<file path="config.mk">
export PLATFORM = sky130hd
export DESIGN_NAME = decode_redirect_unit
export DESIGN_NICKNAME = d
export VERILOG_FILES = /design/src/rtl/bru_pkg.sv /design/src/rtl/bru_pc_gen.sv /design/src/rtl/bru_dec_reg.sv /design/src/rtl/bru_branch_eval.sv /design/src/rtl/decode_redirect_unit.sv
export SDC_FILE = /design/constraint.sdc
export NUM_CORES = 1
export LEC_CHECK = 0
export ABC_AREA = 1
export CAP_MARGIN = 20
export CORE_UTILIZATION = 45
export CTS_BUF_LIST = sky130_fd_sc_hd__clkbuf_4 sky130_fd_sc_hd__clkbuf_8
export DETAILED_ROUTE_END_ITERATION = 16
export PLACE_DENSITY = 0.8
export SLEW_MARGIN = 20
export SYNTH_ARGS = -nofsm -noshare
export SYNTH_HDL_FRONTEND = slang
export SYNTH_SLANG_ARGS = --single-unit
</file>
<file path="constraint.sdc">
create_clock -name clk_i -period 3 [get_ports clk_i]
set_input_delay 0.6 -clock clk_i [delete_from_list [all_inputs] [get_ports clk_i]]
set_output_delay 0.6 -clock clk_i [all_outputs]
set_load 0.01 [all_outputs]
</file>
<file path="src/rtl/bru_pkg.sv">
package bru_pkg;
  localparam int unsigned XLEN  = 32;
  localparam int unsigned OP_W  = 6;
  localparam int unsigned IMM_W = 16;
  localparam int unsigned IDX_W = 26;
  localparam int unsigned OP_LO = XLEN - OP_W;

  localparam logic [OP_W-1:0] OPC_BEQ  = 6'h10;
  localparam logic [OP_W-1:0] OPC_BNE  = 6'h11;
  localparam logic [OP_W-1:0] OPC_JMP  = 6'h12;
  localparam logic [OP_W-1:0] OPC_JREG = 6'h13;

  localparam logic [XLEN-1:0] NOP_WORD   = '0;
  localparam logic [XLEN-1:0] INSN_BYTES = 4;

  typedef struct packed {
    logic            take;
    logic [XLEN-1:0] tgt;
  } redir_t;
endpackage

</file>
<file path="src/rtl/bru_pc_gen.sv">
module bru_pc_gen
  import bru_pkg::*;
#(
  parameter logic [XLEN-1:0] RESET_VEC = 32'h0000_0040
) (
  input  logic            clk_i,
  input  logic            rst_ni,
  input  logic            stall_i,
  input  logic            xcpt_i,
  input  logic [XLEN-1:0] xcpt_tgt_i,
  input  redir_t          br_i,
  output logic [XLEN-1:0] pc_o
);
  logic [XLEN-1:0] pc_q, pc_d;

  // priority: writeback redirect > stall hold > decode redirect > sequential
  always_comb begin
    if (xcpt_i)         pc_d = xcpt_tgt_i;
    else if (stall_i)   pc_d = pc_q;
    else if (br_i.take) pc_d = br_i.tgt;
    else                pc_d = pc_q + INSN_BYTES;
  end

  always_ff @(posedge clk_i or negedge rst_ni) begin
    if (!rst_ni) pc_q <= RESET_VEC;
    else         pc_q <= pc_d;
  end

  assign pc_o = pc_q;

  assert_seq_step_R1: assert property (@(posedge clk_i) disable iff (!rst_ni)
    (!stall_i && !xcpt_i && !br_i.take) |=> (pc_q == $past(pc_q) + INSN_BYTES));

  assert_stall_hold_R7: assert property (@(posedge clk_i) disable iff (!rst_ni)
    (stall_i && !xcpt_i) |=> $stable(pc_q));

  assert_xcpt_load_R8: assert property (@(posedge clk_i) disable iff (!rst_ni)
    xcpt_i |=> (pc_q == $past(xcpt_tgt_i)));

  assert_redir_load_R6: assert property (@(posedge clk_i) disable iff (!rst_ni)
    (br_i.take && !stall_i && !xcpt_i) |=> (pc_q == $past(br_i.tgt)));
endmodule

</file>
<file path="src/rtl/bru_dec_reg.sv">
module bru_dec_reg
  import bru_pkg::*;
(
  input  logic            clk_i,
  input  logic            rst_ni,
  input  logic            adv_i,
  input  logic            kill_i,
  input  logic            xcpt_i,
  input  logic [XLEN-1:0] pc_i,
  output logic [XLEN-1:0] dec_pc_o,
  output logic            dec_vld_o
);
  logic [XLEN-1:0] dpc_q;
  logic            vld_q;

  always_ff @(posedge clk_i or negedge rst_ni) begin
    if (!rst_ni) begin
      dpc_q <= '0;
      vld_q <= 1'b0;
    end else begin
      if (adv_i) dpc_q <= pc_i;
      // incoming word is the wrong-path fetch after any redirect
      if (xcpt_i)     vld_q <= 1'b0;
      else if (adv_i) vld_q <= !kill_i;
    end
  end

  assign dec_pc_o  = dpc_q;
  assign dec_vld_o = vld_q;

  assert_squash_after_redir_R6: assert property (@(posedge clk_i) disable iff (!rst_ni)
    (adv_i && kill_i) |=> !vld_q);

  assert_xcpt_squash_R8: assert property (@(posedge clk_i) disable iff (!rst_ni)
    xcpt_i |=> !vld_q);

  assert_dec_hold_R7: assert property (@(posedge clk_i) disable iff (!rst_ni)
    (!adv_i && !xcpt_i) |=> ($stable(dpc_q) && $stable(vld_q)));
endmodule

</file>
<file path="src/rtl/bru_branch_eval.sv">
module bru_branch_eval
  import bru_pkg::*;
(
  input  logic [XLEN-1:0] instr_i,
  input  logic [XLEN-1:0] pc_i,
  input  logic            vld_i,
  input  logic            stall_i,
  input  logic            xcpt_i,
  input  logic [XLEN-1:0] rs_i,
  input  logic [XLEN-1:0] rt_i,
  output redir_t          br_o
);
  localparam int unsigned SEXT_W = XLEN - IMM_W - 2;
  localparam int unsigned HI_W   = XLEN - IDX_W - 2;

  logic [OP_W-1:0]  opc;
  logic [IMM_W-1:0] off;
  logic [XLEN-1:0]  pc4, br_tgt, jmp_tgt;
  logic             ops_eq, en;

  assign opc = instr_i[XLEN-1:OP_LO];
  assign off = instr_i[IMM_W-1:0];
  assign pc4 = pc_i + INSN_BYTES;

  // dedicated target adder, runs alongside the operand read
  assign br_tgt  = pc4 + {{SEXT_W{off[IMM_W-1]}}, off, 2'b00};
  assign jmp_tgt = {pc4[XLEN-1:XLEN-HI_W], instr_i[IDX_W-1:0], 2'b00};
  assign ops_eq  = (rs_i == rt_i);
  assign en      = vld_i && !stall_i && !xcpt_i;

  always_comb begin
    br_o = '0;
    if (en) begin
      unique case (opc)
        OPC_BEQ:  br_o = '{take: ops_eq,  tgt: br_tgt};
        OPC_BNE:  br_o = '{take: !ops_eq, tgt: br_tgt};
        OPC_JMP:  br_o = '{take: 1'b1,    tgt: jmp_tgt};
        OPC_JREG: br_o = '{take: 1'b1,    tgt: rs_i};
        default:  br_o = '0;
      endcase
    end
  end
endmodule

</file>
<file path="src/rtl/decode_redirect_unit.sv">
module decode_redirect_unit
  import bru_pkg::*;
#(
  parameter logic [31:0] RESET_VEC = 32'h0000_0040
) (
  input  logic        clk_i,
  input  logic        rst_ni,
  input  logic        stall_i,
  input  logic        xcpt_i,
  input  logic [31:0] xcpt_tgt_i,
  output logic [31:0] imem_addr_o,
  output logic        imem_req_o,
  input  logic [31:0] imem_rdata_i,
  input  logic [31:0] rs_val_i,
  input  logic [31:0] rt_val_i,
  output logic [31:0] dec_instr_o,
  output logic [31:0] dec_pc_o,
  output logic        br_taken_o,
  output logic [31:0] br_tgt_o
);
  logic [XLEN-1:0] pc, dpc;
  logic            dvld;
  redir_t          br;

  bru_pc_gen #(.RESET_VEC(RESET_VEC)) u_pc (
    .clk_i      (clk_i),
    .rst_ni     (rst_ni),
    .stall_i    (stall_i),
    .xcpt_i     (xcpt_i),
    .xcpt_tgt_i (xcpt_tgt_i),
    .br_i       (br),
    .pc_o       (pc)
  );

  bru_dec_reg u_dec (
    .clk_i     (clk_i),
    .rst_ni    (rst_ni),
    .adv_i     (!stall_i),
    .kill_i    (br.take),
    .xcpt_i    (xcpt_i),
    .pc_i      (pc),
    .dec_pc_o  (dpc),
    .dec_vld_o (dvld)
  );

  bru_branch_eval u_eval (
    .instr_i (imem_rdata_i),
    .pc_i    (dpc),
    .vld_i   (dvld),
    .stall_i (stall_i),
    .xcpt_i  (xcpt_i),
    .rs_i    (rs_val_i),
    .rt_i    (rt_val_i),
    .br_o    (br)
  );

  assign imem_addr_o = pc;
  assign imem_req_o  = !stall_i;
  assign dec_instr_o = dvld ? imem_rdata_i : NOP_WORD;
  assign dec_pc_o    = dpc;
  assign br_taken_o  = br.take;
  assign br_tgt_o    = br.tgt;

  assert_no_redir_in_stall_R7: assert property (@(posedge clk_i) disable iff (!rst_ni)
    stall_i |-> !br_taken_o);

  assert_xcpt_masks_branch_R8: assert property (@(posedge clk_i) disable iff (!rst_ni)
    xcpt_i |-> !br_taken_o);

  assert_no_double_redir_R6: assert property (@(posedge clk_i) disable iff (!rst_ni)
    (br_taken_o && !xcpt_i) |=> !br_taken_o);
endmodule

</file>
==> results.cfg <==
[run_status]
status = finished, violations left
violations = setup timing

[clocking]
clock_path_buffers = 2
htree_num_levels = 3
cts_tree = done
clk_pin_slew_worst_paths_ps = 80
cts.sinks = 65
cts_root_buf = clkbuf_8
cts_buffers = 9
clk_latency_ps = 360

[die]
die_area_mm2 = 0.02052
core_area_mm2 = 0.01953
die_w_um = 143.2
initial_core_util_pct = 45.98
pin_count = 262
fp-row-count = 51
die_h_um = 143.2

[synth]
yosysMostFrequentCell = nand2_1
async_reset_ff_share_pct = 100.0
synth-edff-count = 0
syn_nets = 1803
yosysUniqueCellTypes = 47
synth_flop_cell = dfrtp_1
post-synth-top-area-fraction_pct = 26.26
ys_seq_elements = 65
avgSynthCellArea_um2 = 5.497
synth_area_leader_cell = nand2_1
synth_cells = 1633
syn-cell-area_mm2 = 0.008977
yosys_warnings = 0
synth_seq_area_share_pct = 18.13
synthTopCellsByArea = nand2_1 (26%), dfrtp_1 (18%), inv_1 (13%)
ys_top_cells_by_count = nand2_1 (628), inv_1 (303), nor2_1 (119)

[power_and_ir_drop]
p_switching_mw = 2.404
p_int_mw = 3.024
ir_drop_mv = 0.3310
power.total_mw = 5.427
switching_share_pct = 44.29
p_leak_nw = 8.327
powerDensity_mw_per_mm2 = 333.4
seqPwrFrac_pct = 21.0
clkPwrFrac_pct = 14.5
combPwrFrac_pct = 64.5

[worst_setup_path]
max_stage_delay_ps = 410
cp_max_fo = 4
worst-r2r-cell-count = 27
cp.required_ps = 2400
cp.depth = 20
path_buf_inv = 8
endpoint_kind = output port
cp_common_cell = buf_4
critPathTopFamily = buffers and inverters
path_class = reg2out
startpoint_type = register
arrival_ps = 3960
cp_slowest_cell = xor2_2
crit_chain = buf_4 -> buf_4 -> ha_2 -> inv_4 -> nor2_4 -> buf_4 -> nand2_2 -> xor2_2 -> inv_2 -> ha_4 -> nand2_2 -> inv_2 -> nand2_1 -> buf_4 -> nor2_4 -> nand4_1 -> nand4_1 -> nand3_2 -> a21oi_2 -> buf_2

[sta]
fin_crit_ps = 4564
skew_ps = 12.94
slew_headroom_pct = 32.84
hold_viol_final = 0
setup_viol = 51
setup_slack_ps = -1564
period_share_pct = 152.1
drv_slew = 0
fmax_mhz = 219.1
worst_pin_slew_ps = 999.7
finalSetupTns_ps = -42990
rsz0062_at_grt = yes

[global_route]
grt_pass1_wl_um = 66940
grt_usage_pct = 43.38
grt_max_degree = 65
grt_pass1_vias = 12560
antenna_found_initial = 1
grt-ovfl-total = 0

[finish]
post-route-cell-area_mm2 = 0.01628
register_area_mm2 = 0.001632
areaGrowthSynthToFinish_pct = 81.35
fin_util_pct = 83.38
fillCellCount = 1234
multi_input_area_mm2 = 0.007762
finalNetCount = 2370
layout-drive-gt1-share_pct = 33.97

[route]
first_pass_iters = 8
routed_wl_um = 51660
drtIter0Drc = 1594
vias = 14080
post_drt_wl_per_cell_um = 20.91
postRouteAntennaNets = 0
viasPerCell = 5.698
remaining_drc_errors = 0

[placement]
port_buffers = 261
place_congestion = 1.060
dpl_cell_area_mm2 = 0.01388
place_hpwl_um = 34130

[flow_run]
cap_violations = 0

[worst_hold_path]
hold_class = in2async
==> final timing paths <==
path | from | end | slack, ps
worst min register to register | u_dec.dec_pc_o[0] | u_dec.dec_pc_o[0] | 570
worst max register to register | u_dec.dec_pc_o[3] | u_pc.pc_o[31] | -1010
min in group clk_i | u_dec.dec_pc_o[0] | u_dec.dec_pc_o[0] | 570
worst max-delay path | u_dec.dec_pc_o[3] | br_tgt_o[21] | -1560
max in group asynchronous | rst_ni | u_pc.pc_o[6] | 2080
worst min-delay path | rst_ni | u_dec.dec_vld_o | 190
==> layout make-up <==
class                   count  area share (%)
multi-input cells        1219           47.68
inverters                 313           7.263
diodes                      1         0.01537
clock buffers              12          0.9760
flip-flops and latches     65           10.02
well taps                 265           2.037
clock inverters             4          0.3151
repair buffers            592           31.69
==> timing repair <==
item | 4_1_cts | 5_1_grt
setup endpoints to repair | 53 | 57
hold buffers | 0 | 0
pin swaps | 109 | 116
gates resized for setup | 347 | 212
buffers inserted | 50 | 20
==> metal layers <==
metal	wire length (um)	track usage (%)	vias up
li1	-	-	6173
met1	17980	51.66	6342
met2	22680	73.15	1165
met3	6006	5.500	400
met4	5002	29.06	0
met5	0	0	-
==> per-stage QoR <==
| step | setup WS (ps) | hold WS [ps] | cells |
|---|---|---|---|
| after floorplan | -293.1 | 304.4 | 1633 |
| after global placement | -1080 | 519.3 | 2388 |
| after detailed placement | -1118 | 536.2 | 2388 |
| after CTS | -1037 | 180.0 | 2452 |
| after global routing | -1625 | 206.4 | 2471 |
| final | -1564 | 190.9 | 2471 |
==> cells in the final DEF, fill, tap and decap left out, drive strengths merged, types with 5 or more instances in the layout <==
| master | instances |
|---|---|
| nor4 | 8 |
| nor3 | 24 |
| o21ai | 92 |
| or2 | 6 |
| a21oi | 50 |
| and2 | 7 |
| buf | 361 |
| nand4 | 30 |
| ha | 37 |
| clkbuf | 14 |
| nor2 | 135 |
| dfrtp | 64 |
| nand3b | 10 |
| xnor2 | 23 |
| xor2 | 24 |
| dlygate4sd2 | 12 |
| o21bai | 7 |
| a22o | 5 |
| inv | 313 |
| clkdlybuf4s50 | 216 |
| nand2 | 634 |
| nand3 | 115 |
==> worst reg2reg max path, cell delays in order, from the launching register on <==
cell	delay (ps)
dfrtp_2	390
buf_4	140
buf_4	110
ha_2	180
inv_4	50
nor2_4	170
buf_4	140
nand2_2	80
xor2_2	410
inv_2	240
ha_4	320
nand2_1	80
nand2_1	80
nand2_1	70
nand2_1	70
nand2_1	90
nand2_2	80
nand2_2	120
nand2_2	60
a21oi_2	160
nand2_1	100
nand3_2	100
buf_4	120
buf_4	90
buf_4	100
nand4_1	150
nand3_1	140
nand2_1	60
==> registers in the layout (all words and copies together), names as in the netlist <==
name,flops
u_dec.dec_pc_o,32
u_pc.pc_o,32
u_dec.dec_vld_o,1
==> cells by family (layout without fill, tap and decap cells) <==
| group | count (synthesis) | after routing | share of synthesized area, % |
|---|---|---|---|
| compound gates | 164 | 164 | 10.17 |
| buf+inv | 349 | 921 | 15.34 |
| flops | 65 | 65 | 18.13 |
| fa+ha+maj | 38 | 38 | 5.380 |
| xor+xnor | 47 | 47 | 4.585 |
| simple gates | 970 | 970 | 46.38 |
| other cells | 0 | 1 | 0 |
==> power by group through the flow <==
stage               Sequential (mW)  Clock, mW  Combinational (mW)
floorplan                      1.18          0                1.10
global placement               1.14          0                2.45
detailed placement             1.14          0                2.48
CTS                            1.13      0.793                2.88
global route                   1.15      0.823                3.67
finish                         1.14      0.787                3.50
No activity file was read; power rests on OpenSTA's default activity.
